--- src/rtl/sync_cond_pkg.sv ---
package sync_cond_pkg;

    localparam int REG_W      = 8;
    localparam int SC_SOG     = 0;
    localparam int SC_ALLOFF  = 1;
    localparam int SC_HINV    = 3;
    localparam int SC_VINV    = 4;
    localparam int SC_HOFF    = 5;
    localparam int SC_VOFF    = 6;
    localparam int DC_BLANK   = 1;
    localparam logic [REG_W-1:0] SC_MASK = 8'h7B;
    localparam logic [REG_W-1:0] DC_MASK = 8'h02;
    localparam int NUM_CH     = 2;
    localparam int CH_H       = 0;
    localparam int CH_V       = 1;

    typedef enum logic {
        SEL_SYNC = 1'b0,
        SEL_DISP = 1'b1
    } reg_sel_e;

    typedef struct packed {
        logic sog;
        logic all_off;
        logic h_inv;
        logic v_inv;
        logic h_off;
        logic v_off;
    } sync_cfg_t;

    function automatic sync_cfg_t decode_sync(input logic [REG_W-1:0] r);
        sync_cfg_t c;
        c.sog     = r[SC_SOG];
        c.all_off = r[SC_ALLOFF];
        c.h_inv   = r[SC_HINV];
        c.v_inv   = r[SC_VINV];
        c.h_off   = r[SC_HOFF];
        c.v_off   = r[SC_VOFF];
        return c;
    endfunction

    function automatic logic drive_level(input logic raw, input logic inv,
                                         input logic kill);
        return kill ? inv : (raw ^ inv);
    endfunction

endpackage

--- src/rtl/sync_cond_regs.sv ---
module sync_cond_regs
    import sync_cond_pkg::*;
(
    input  logic             clk,
    input  logic             rst,
    input  logic             we,
    input  logic             sel,
    input  logic [REG_W-1:0] wdata,
    output logic [REG_W-1:0] rdata,
    output sync_cfg_t        cfg,
    output logic             blank
);
    logic [REG_W-1:0] sync_q;
    logic [REG_W-1:0] disp_q;

    always_ff @(posedge clk) begin
        if (rst) begin
            sync_q <= '0;
            disp_q <= '0;
        end else if (we) begin
            if (reg_sel_e'(sel) == SEL_DISP)
                disp_q <= wdata & DC_MASK;
            else
                sync_q <= wdata & SC_MASK;
        end
    end

    always_comb begin
        rdata = (reg_sel_e'(sel) == SEL_DISP) ? disp_q : sync_q;
        cfg   = decode_sync(sync_q);
        blank = disp_q[DC_BLANK];
    end

    assert_disp_write_R2: assert property (@(posedge clk) disable iff (rst)
        (we && sel) |=> (blank == $past(wdata[DC_BLANK])));

    assert_sync_write_R10: assert property (@(posedge clk) disable iff (rst)
        (we && !sel) |=> (cfg.all_off == $past(wdata[SC_ALLOFF])));

endmodule

--- src/rtl/sync_cond_chan.sv ---
module sync_cond_chan
    import sync_cond_pkg::*;
(
    input  logic clk,
    input  logic rst,
    input  logic raw,
    input  logic inv,
    input  logic kill,
    output logic out_q
);
    always_ff @(posedge clk) begin
        if (rst) out_q <= 1'b0;
        else     out_q <= drive_level(raw, inv, kill);
    end

    assert_idle_level_R7: assert property (@(posedge clk) disable iff (rst)
        kill |=> (out_q == $past(inv)));

    assert_follow_raw_R3: assert property (@(posedge clk) disable iff (rst)
        (!kill && !inv) |=> (out_q == $past(raw)));

endmodule

--- src/rtl/sync_cond_video.sv ---
module sync_cond_video #(
    parameter int CW = 8
) (
    input  logic          clk,
    input  logic          rst,
    input  logic          de,
    input  logic [3*CW-1:0] pix,
    input  logic          blank,
    input  logic          sog_en,
    input  logic          h_live,
    input  logic          v_live,
    output logic [3*CW-1:0] pix_q,
    output logic          csync_q
);
    localparam int PW = 3 * CW;

    logic show;
    assign show = de && !blank;

    always_ff @(posedge clk) begin
        if (rst) begin
            pix_q   <= '0;
            csync_q <= 1'b0;
        end else begin
            pix_q   <= show ? pix : {PW{1'b0}};
            csync_q <= sog_en & (h_live | v_live);
        end
    end

    assert_black_R8: assert property (@(posedge clk) disable iff (rst)
        (blank || !de) |=> (pix_q == '0));

    assert_sog_off_R9: assert property (@(posedge clk) disable iff (rst)
        !sog_en |=> !csync_q);

endmodule

--- src/rtl/sync_cond_stage.sv ---
module sync_cond_stage
    import sync_cond_pkg::*;
#(
    parameter int CW = 8
) (
    input  logic             clk,
    input  logic             rst,
    input  logic             bus_we,
    input  logic             bus_sel,
    input  logic [REG_W-1:0] bus_wdata,
    output logic [REG_W-1:0] bus_rdata,
    input  logic             raw_hsync,
    input  logic             raw_vsync,
    input  logic             raw_de,
    input  logic [3*CW-1:0]  pix_in,
    output logic             hsync_out,
    output logic             vsync_out,
    output logic [3*CW-1:0]  pix_out,
    output logic             sync_on_rgb
);
    sync_cfg_t           cfg;
    logic                blank;
    logic [NUM_CH-1:0]   raw_v;
    logic [NUM_CH-1:0]   inv_v;
    logic [NUM_CH-1:0]   kill_v;
    logic [NUM_CH-1:0]   out_v;

    sync_cond_regs u_regs (
        .clk   (clk),
        .rst   (rst),
        .we    (bus_we),
        .sel   (bus_sel),
        .wdata (bus_wdata),
        .rdata (bus_rdata),
        .cfg   (cfg),
        .blank (blank)
    );

    always_comb begin
        raw_v[CH_H]  = raw_hsync;
        raw_v[CH_V]  = raw_vsync;
        inv_v[CH_H]  = cfg.h_inv;
        inv_v[CH_V]  = cfg.v_inv;
        kill_v[CH_H] = cfg.all_off | cfg.h_off;
        kill_v[CH_V] = cfg.all_off | cfg.v_off;
    end

    for (genvar i = 0; i < NUM_CH; i++) begin : g_chan
        sync_cond_chan u_chan (
            .clk   (clk),
            .rst   (rst),
            .raw   (raw_v[i]),
            .inv   (inv_v[i]),
            .kill  (kill_v[i]),
            .out_q (out_v[i])
        );
    end

    assign hsync_out = out_v[CH_H];
    assign vsync_out = out_v[CH_V];

    sync_cond_video #(.CW(CW)) u_video (
        .clk     (clk),
        .rst     (rst),
        .de      (raw_de),
        .pix     (pix_in),
        .blank   (blank),
        .sog_en  (cfg.sog),
        .h_live  (raw_hsync & ~kill_v[CH_H]),
        .v_live  (raw_vsync & ~kill_v[CH_V]),
        .pix_q   (pix_out),
        .csync_q (sync_on_rgb)
    );

    assert_standby_R5: assert property (@(posedge clk) disable iff (rst)
        (cfg.h_off && !cfg.all_off && !cfg.v_off && !cfg.v_inv)
            |=> (vsync_out == $past(raw_vsync)));

    assert_suspend_R6: assert property (@(posedge clk) disable iff (rst)
        (cfg.v_off && !cfg.all_off && !cfg.h_off && !cfg.h_inv)
            |=> (hsync_out == $past(raw_hsync)));

    assert_invert_R4: assert property (@(posedge clk) disable iff (rst)
        (!kill_v[CH_H] && cfg.h_inv) |=> (hsync_out == !$past(raw_hsync)));

endmodule

--- config.mk ---
export PLATFORM = sky130hd
export DESIGN_NAME = sync_cond_stage
export DESIGN_NICKNAME = d
export VERILOG_FILES = /design/src/rtl/sync_cond_pkg.sv /design/src/rtl/sync_cond_regs.sv /design/src/rtl/sync_cond_chan.sv /design/src/rtl/sync_cond_video.sv /design/src/rtl/sync_cond_stage.sv
export SDC_FILE = /design/constraint.sdc
export NUM_CORES = 1
export LEC_CHECK = 0
export ABC_AREA = 1
export BUFFER_PORTS_ARGS = -buffer_cell sky130_fd_sc_hd__buf_2
export CAP_MARGIN = 20
export CORE_UTILIZATION = 42
export CTS_CLUSTER_DIAMETER = 150
export DETAILED_ROUTE_END_ITERATION = 12
export PLACE_DENSITY = 0.78
export SLEW_MARGIN = 20
export SYNTH_ARGS = -nofsm -noshare
export SYNTH_HDL_FRONTEND = slang
export SYNTH_SLANG_ARGS = --single-unit
--- constraint.sdc ---
create_clock -name clk -period 1 [get_ports clk]
set_input_delay 0.2 -clock clk [delete_from_list [all_inputs] [get_ports clk]]
set_output_delay 0.2 -clock clk [all_outputs]
set_load 0.01 [all_outputs]
# Word level (Yosys, flattened, before mapping)
# Cells that the tools add are included.
[word_totals] wordCells=26 output_inout_bits=35 ff_bits=34
[classes] bitwise=12 reduce_logical=5 n_mux=3
[ops] cell="$mux W7" count=1
[ops] cell="$not A1 Y1" count=4
[ops] cell="$reduce_and A2 Y1" count=2
[ops] cell="$and A1 B1 Y1" count=3
[ops] cell="$or A1 B1 Y1" count=3
[ops] cell="$mux W1" count=2
[ops] cell="$reduce_or A2 Y1" count=1
[ops] cell="$xor A1 B1 Y1" count=2
[ops] cell="$logic_and A1 B1 Y1" count=1
[ops] cell="$logic_not A1 Y1" count=1

# Longest topological paths before layout
[depth] depth_word=5 ltp_mapped=6

# Modules after synthesis
# From an unflattened synthesis, not the netlist that was laid out.
[unflattened] hier_cells=167 hier_area_um2=1347.5
[by_module_without_submodules] module="sync_cond_video" cells_each=81 instances=1 seq_area_each_um2=500.5 area_per_inst_um2=799.5
[by_module_without_submodules] module="sync_cond_regs" cells_each=63 instances=1 seq_area_each_um2=140.1 area_per_inst_um2=404.1
[by_module_without_submodules] module="sync_cond_chan" cells_each=7 instances=2 seq_area_each_um2=20.0 area_per_inst_um2=50.0
[by_module_without_submodules] module="sync_cond_stage" cells_each=9 instances=1 seq_area_each_um2=0.0 area_per_inst_um2=43.8

# Least setup slack after synthesis
# No wires, ideal clock.
[synth_path] kind="register to register" from="reg u_regs.disp_q[1]" to="reg u_video.pix_q[0]" synth_period_minus_slack_ps=789 path_slack_ps=211 arrival_time_ps=676 n_path_buf=1 path_stages_with_launch=4 path_cell_list="dfxtp_1 -> nand3b_4 -> buf_6 -> nor2_2"
[synth_between] elab_chain_cells=4
[synth_rtl] element="from (decl)" line="sync_cond_regs.sv:14" text="logic [REG_W-1:0] disp_q;"
[synth_rtl] element="from (signal assigned)" line="sync_cond_regs.sv:22" text="disp_q <= wdata & DC_MASK;"
[synth_rtl] element="$logic_not A1 Y1" line="sync_cond_video.sv:18" text="assign show = de && !blank;"
[synth_rtl] element="$logic_and A1 B1 Y1" line="sync_cond_video.sv:18"
[synth_rtl] element="$not A1 Y1 (no line)"
[synth_rtl] element="$reduce_or A2 Y1 (no line)"
[synth_rtl] element="to (signal assigned)" line="sync_cond_video.sv:25" text="pix_q <= show ? pix : {PW{1'b0}};"
[synth_rtl] element="to (decl)" line="sync_cond_video.sv:12" text="output logic [3*CW-1:0] pix_q,"
# No other way between the ends.
# A chain may end at the register's enable or synchronous reset.

# Worst setup path after layout
[layout_path] from="reg u_regs.sync_q[6]" to="out bus_rdata[6]"
[layout_between] elab_chain_cells=1
[layout_rtl] element="from (decl)" line="sync_cond_regs.sv:13" text="logic [REG_W-1:0] sync_q;"
[layout_rtl] element="from (signal assigned)" line="sync_cond_regs.sv:24" text="sync_q <= wdata & SC_MASK;"
[layout_rtl] element="$mux W7" line="sync_cond_regs.sv:29" text="rdata = (reg_sel_e'(sel) == SEL_DISP) ? disp_q : sync_q;"
[layout_rtl] element="to (decl)" line="sync_cond_stage.sv:11" text="output logic [REG_W-1:0] bus_rdata,"
# No other way between the ends.

==> summary.txt <==
Die
  – DIE HEIGHT: 55.9 um
  – Row count: 19
  – # IOs: 74
  – Initial Utilization: 44.2%
  – Die W: 55.9 um
  – DIE AREA: 3120 um^2
  – Core area: 2760 um^2

Routing
  – Post-DR wirelength/cell: 9.95 um
  – Antenna-violating nets left: 0
  – Post-Route WL: 2620 um
  – Detailed Routing Iterations Pass 1: 4
  – Vias per cell: 4.23
  – Total number of vias: 1113
  – Iteration-0 DRC Markers: 19
  – DRC Markers: 0

Global route
  – GR Util All Layers: 17.0%
  – Global-route wire length before repair: 3970 um
  – Pin count of the biggest net entering global routing: 12
  – Gr ovfl total: 0
  – Initial antenna violation count: 0
  – Number of global-route vias before repair: 953

Logic synthesis
  – #FFs+latches synth: 34
  – Synth warnings: 0
  – Mapped Area: 1220 um^2
  – Register area share after synthesis: 55.9%
  – Mapped Cells: 142
  – Unique masters post-synth: 16
  – Synth Area per Inst: 8.58 um^2

Finish
  – Share of layout cells above drive strength 1: 61.6%
  – Commonest non-fill, non-tap cell in the layout: buf_2
  – Filler cells: 250
  – Ant. Diodes: 0
  – Layout area overhead: 54.6%
  – Nets: 270
  – Commonest non-fill, non-tap cells in the layout: 61 x buf_2, 24 x inv_1, 21 x nor2_1, 20 x nor2_2, 19 x dfxtp_1

STA
  – RSZ-0062 raised after global routing: yes
  – Hold Vio Cnt, Final: 0
  – Max Fclk: 0.866 GHz
  – Final worst slack: -154 ps
  – Final period util: 115%
  – Minimum clock period: 1150 ps
  – Final Setup Violations: 6
  – Max Slew Vio Count: 0
  – Clock skew: 7.49 ps
  – Sum of negative setup slack: -666 ps

CTS
  – CTS Buffer Depth: 2
  – TritonCTS buffer count: 5
  – Worst skew pair latency: 330 ps
  – CTS tree: done
  – Reg clk slew, reported paths: 100 ps
  – H-tree Lvls: 2
  – # clock sinks: 34
  – CTS Root Cell: clkbuf_4

Placed design
  – Global placement routability congestion: 0.788
  – DP Wirelength: 1730 um
  – Port buffer count: 69

Power and ir drop
  – Clock share of power: 29.4%
  – Pint: 1990 uW
  – Psw: 694 uW
  – Leakage power: 0.00106 uW
  – Switching Share: 25.9%
  – Sequential power share: 54.1%
  – Combinational power share: 16.5%
  – Pwr dens: 1420 nW/um^2
  – Peak supply drop: 1.22 mV
  – Total design power: 2680 uW

Outcome
  – Failing checks: negative setup slack
  – Outcome: complete, but fails checks

Setup path
  – Worst EP arrival: 950 ps
  – Critical Path Slowest Stage Cell: dfxtp_2
  – Setup CP Type: flip-flop to output pin
  – Critical Path, Cell by Cell: inv_2 > nor2_2 > buf_2
  – Kind of end point of the critical path: output pin
  – CP Data Required Time: 800 ps
  – CP Max Fanout: 2
  – Startpoint Class: flip-flop
  – Critical Path Max Stage Delay: 350 ps

Run
  – Max-cap viol count: 0

Worst hold path
  – Min-Delay Path Class: input port to flip-flop
==> registers in the layout, summed over array words and instances (netlist names) <==
register / cells
u_regs.disp_q: 1
u_regs.sync_q: 6
g_chan.u_chan.out_q: 2
u_video.csync_q: 1
u_video.pix_q: 24
==> cell usage after synthesis <==
master	n	area, um^2
dfxtp_1	34	681
inv_1	29	109
nor2_1	25	93.8
nor2_2	18	113
nand2_1	10	37.5
o21ai_0	6	30.0
a21oi_1	4	20.0
buf_6	3	33.8
nand3_1	3	15.0
buf_4	2	15.0
inv_2	2	7.51
nor2_4	2	22.5
conb_1	1	3.75
inv_4	1	6.26
nand2_4	1	11.3
nand3b_4	1	20.0
==> worst max-delay path: cells and delay by family, from the launching register on <==
family | cells | cell delay (ps)
AND/OR/NAND/NOR | 1 | 100
flip-flops | 1 | 350
buffers and inverters | 2 | 170
==> layout make-up <==
| class | instances | area [um^2] | share of cell area, % |
|---|---|---|---|
| multi-input cells | 73 | 410 | 21.8 |
| flip-flops and latches | 34 | 699 | 37.1 |
| clock inverters | 2 | 12.5 | 0.664 |
| well taps | 31 | 38.8 | 2.06 |
| inverters | 32 | 123 | 6.51 |
| repair buffers | 85 | 549 | 29.2 |
| clock buffers | 6 | 51.3 | 2.72 |
==> per-stage QoR <==
stage | instances | util, % | hold WS (ps) | setup WS [ps] | cell area [um^2]
2_1_floorplan | 143 | - | 269 | 211 | 1220
3_3_place_gp | 243 | 58.3 | 385 | 109 | 1610
3_5_place_dp | 243 | 58.3 | 387 | 102 | 1610
4_1_cts | 258 | 63.1 | 18.5 | -137 | 1740
5_1_grt | 263 | 68.3 | 9.04 | -200 | 1880
6_report | 263 | 68.3 | 29.0 | -154 | 1880
==> worst paths after layout <==
kind	startpoint	to	slack, ps	cells past startpoint
max	u_regs.sync_q[6]	bus_rdata[6]	-150	3
min	rst	u_regs.disp_q[1]	30	2
max reg2reg	u_regs.disp_q[1]	u_video.pix_q[23]	40	4
min reg2reg	u_regs.disp_q[1]	u_regs.disp_q[1]	580	3
==> cell families after synthesis <==
kind of cell	share of synthesized area [%]
simple gates	25.7
compound gates	4.11
buf+inv	14.1
flops	55.9
other cells	0.308
==> timing repair <==
| item | in CTS | in global routing |
|---|---|---|
| hold buffers | 0 | 0 |
| gates resized for setup | 9 | 27 |
| pin swaps | 3 | 3 |
| endpoints found under the hold margin | 0 | 0 |
| endpoints found under the setup margin | 8 | 51 |
| buffers inserted | 7 | 3 |
| gates cloned | 0 | 2 |
==> power groups by stage <==
stage                     clock (uW)  sequential, uW  combinational [uW]
after floorplan                    0            1500                 173
after global placement             0            1470                 349
after detailed placement           0            1480                 353
after CTS                        815            1440                 388
after global routing             885            1460                 493
final                            788            1450                 444
==> routing by layer <==
metal / global-route usage [%] / up-vias / part of all wire (%)
met5: 0 / - / 0
met4: 7.32 / 0 / 1.7
met3: 6.98 / 5 / 5.8
met2: 30.5 / 39 / 54
met1: 17.4 / 482 / 38
li1: - / 587 / -
Note: power is estimated with default switching activity, not from simulation.
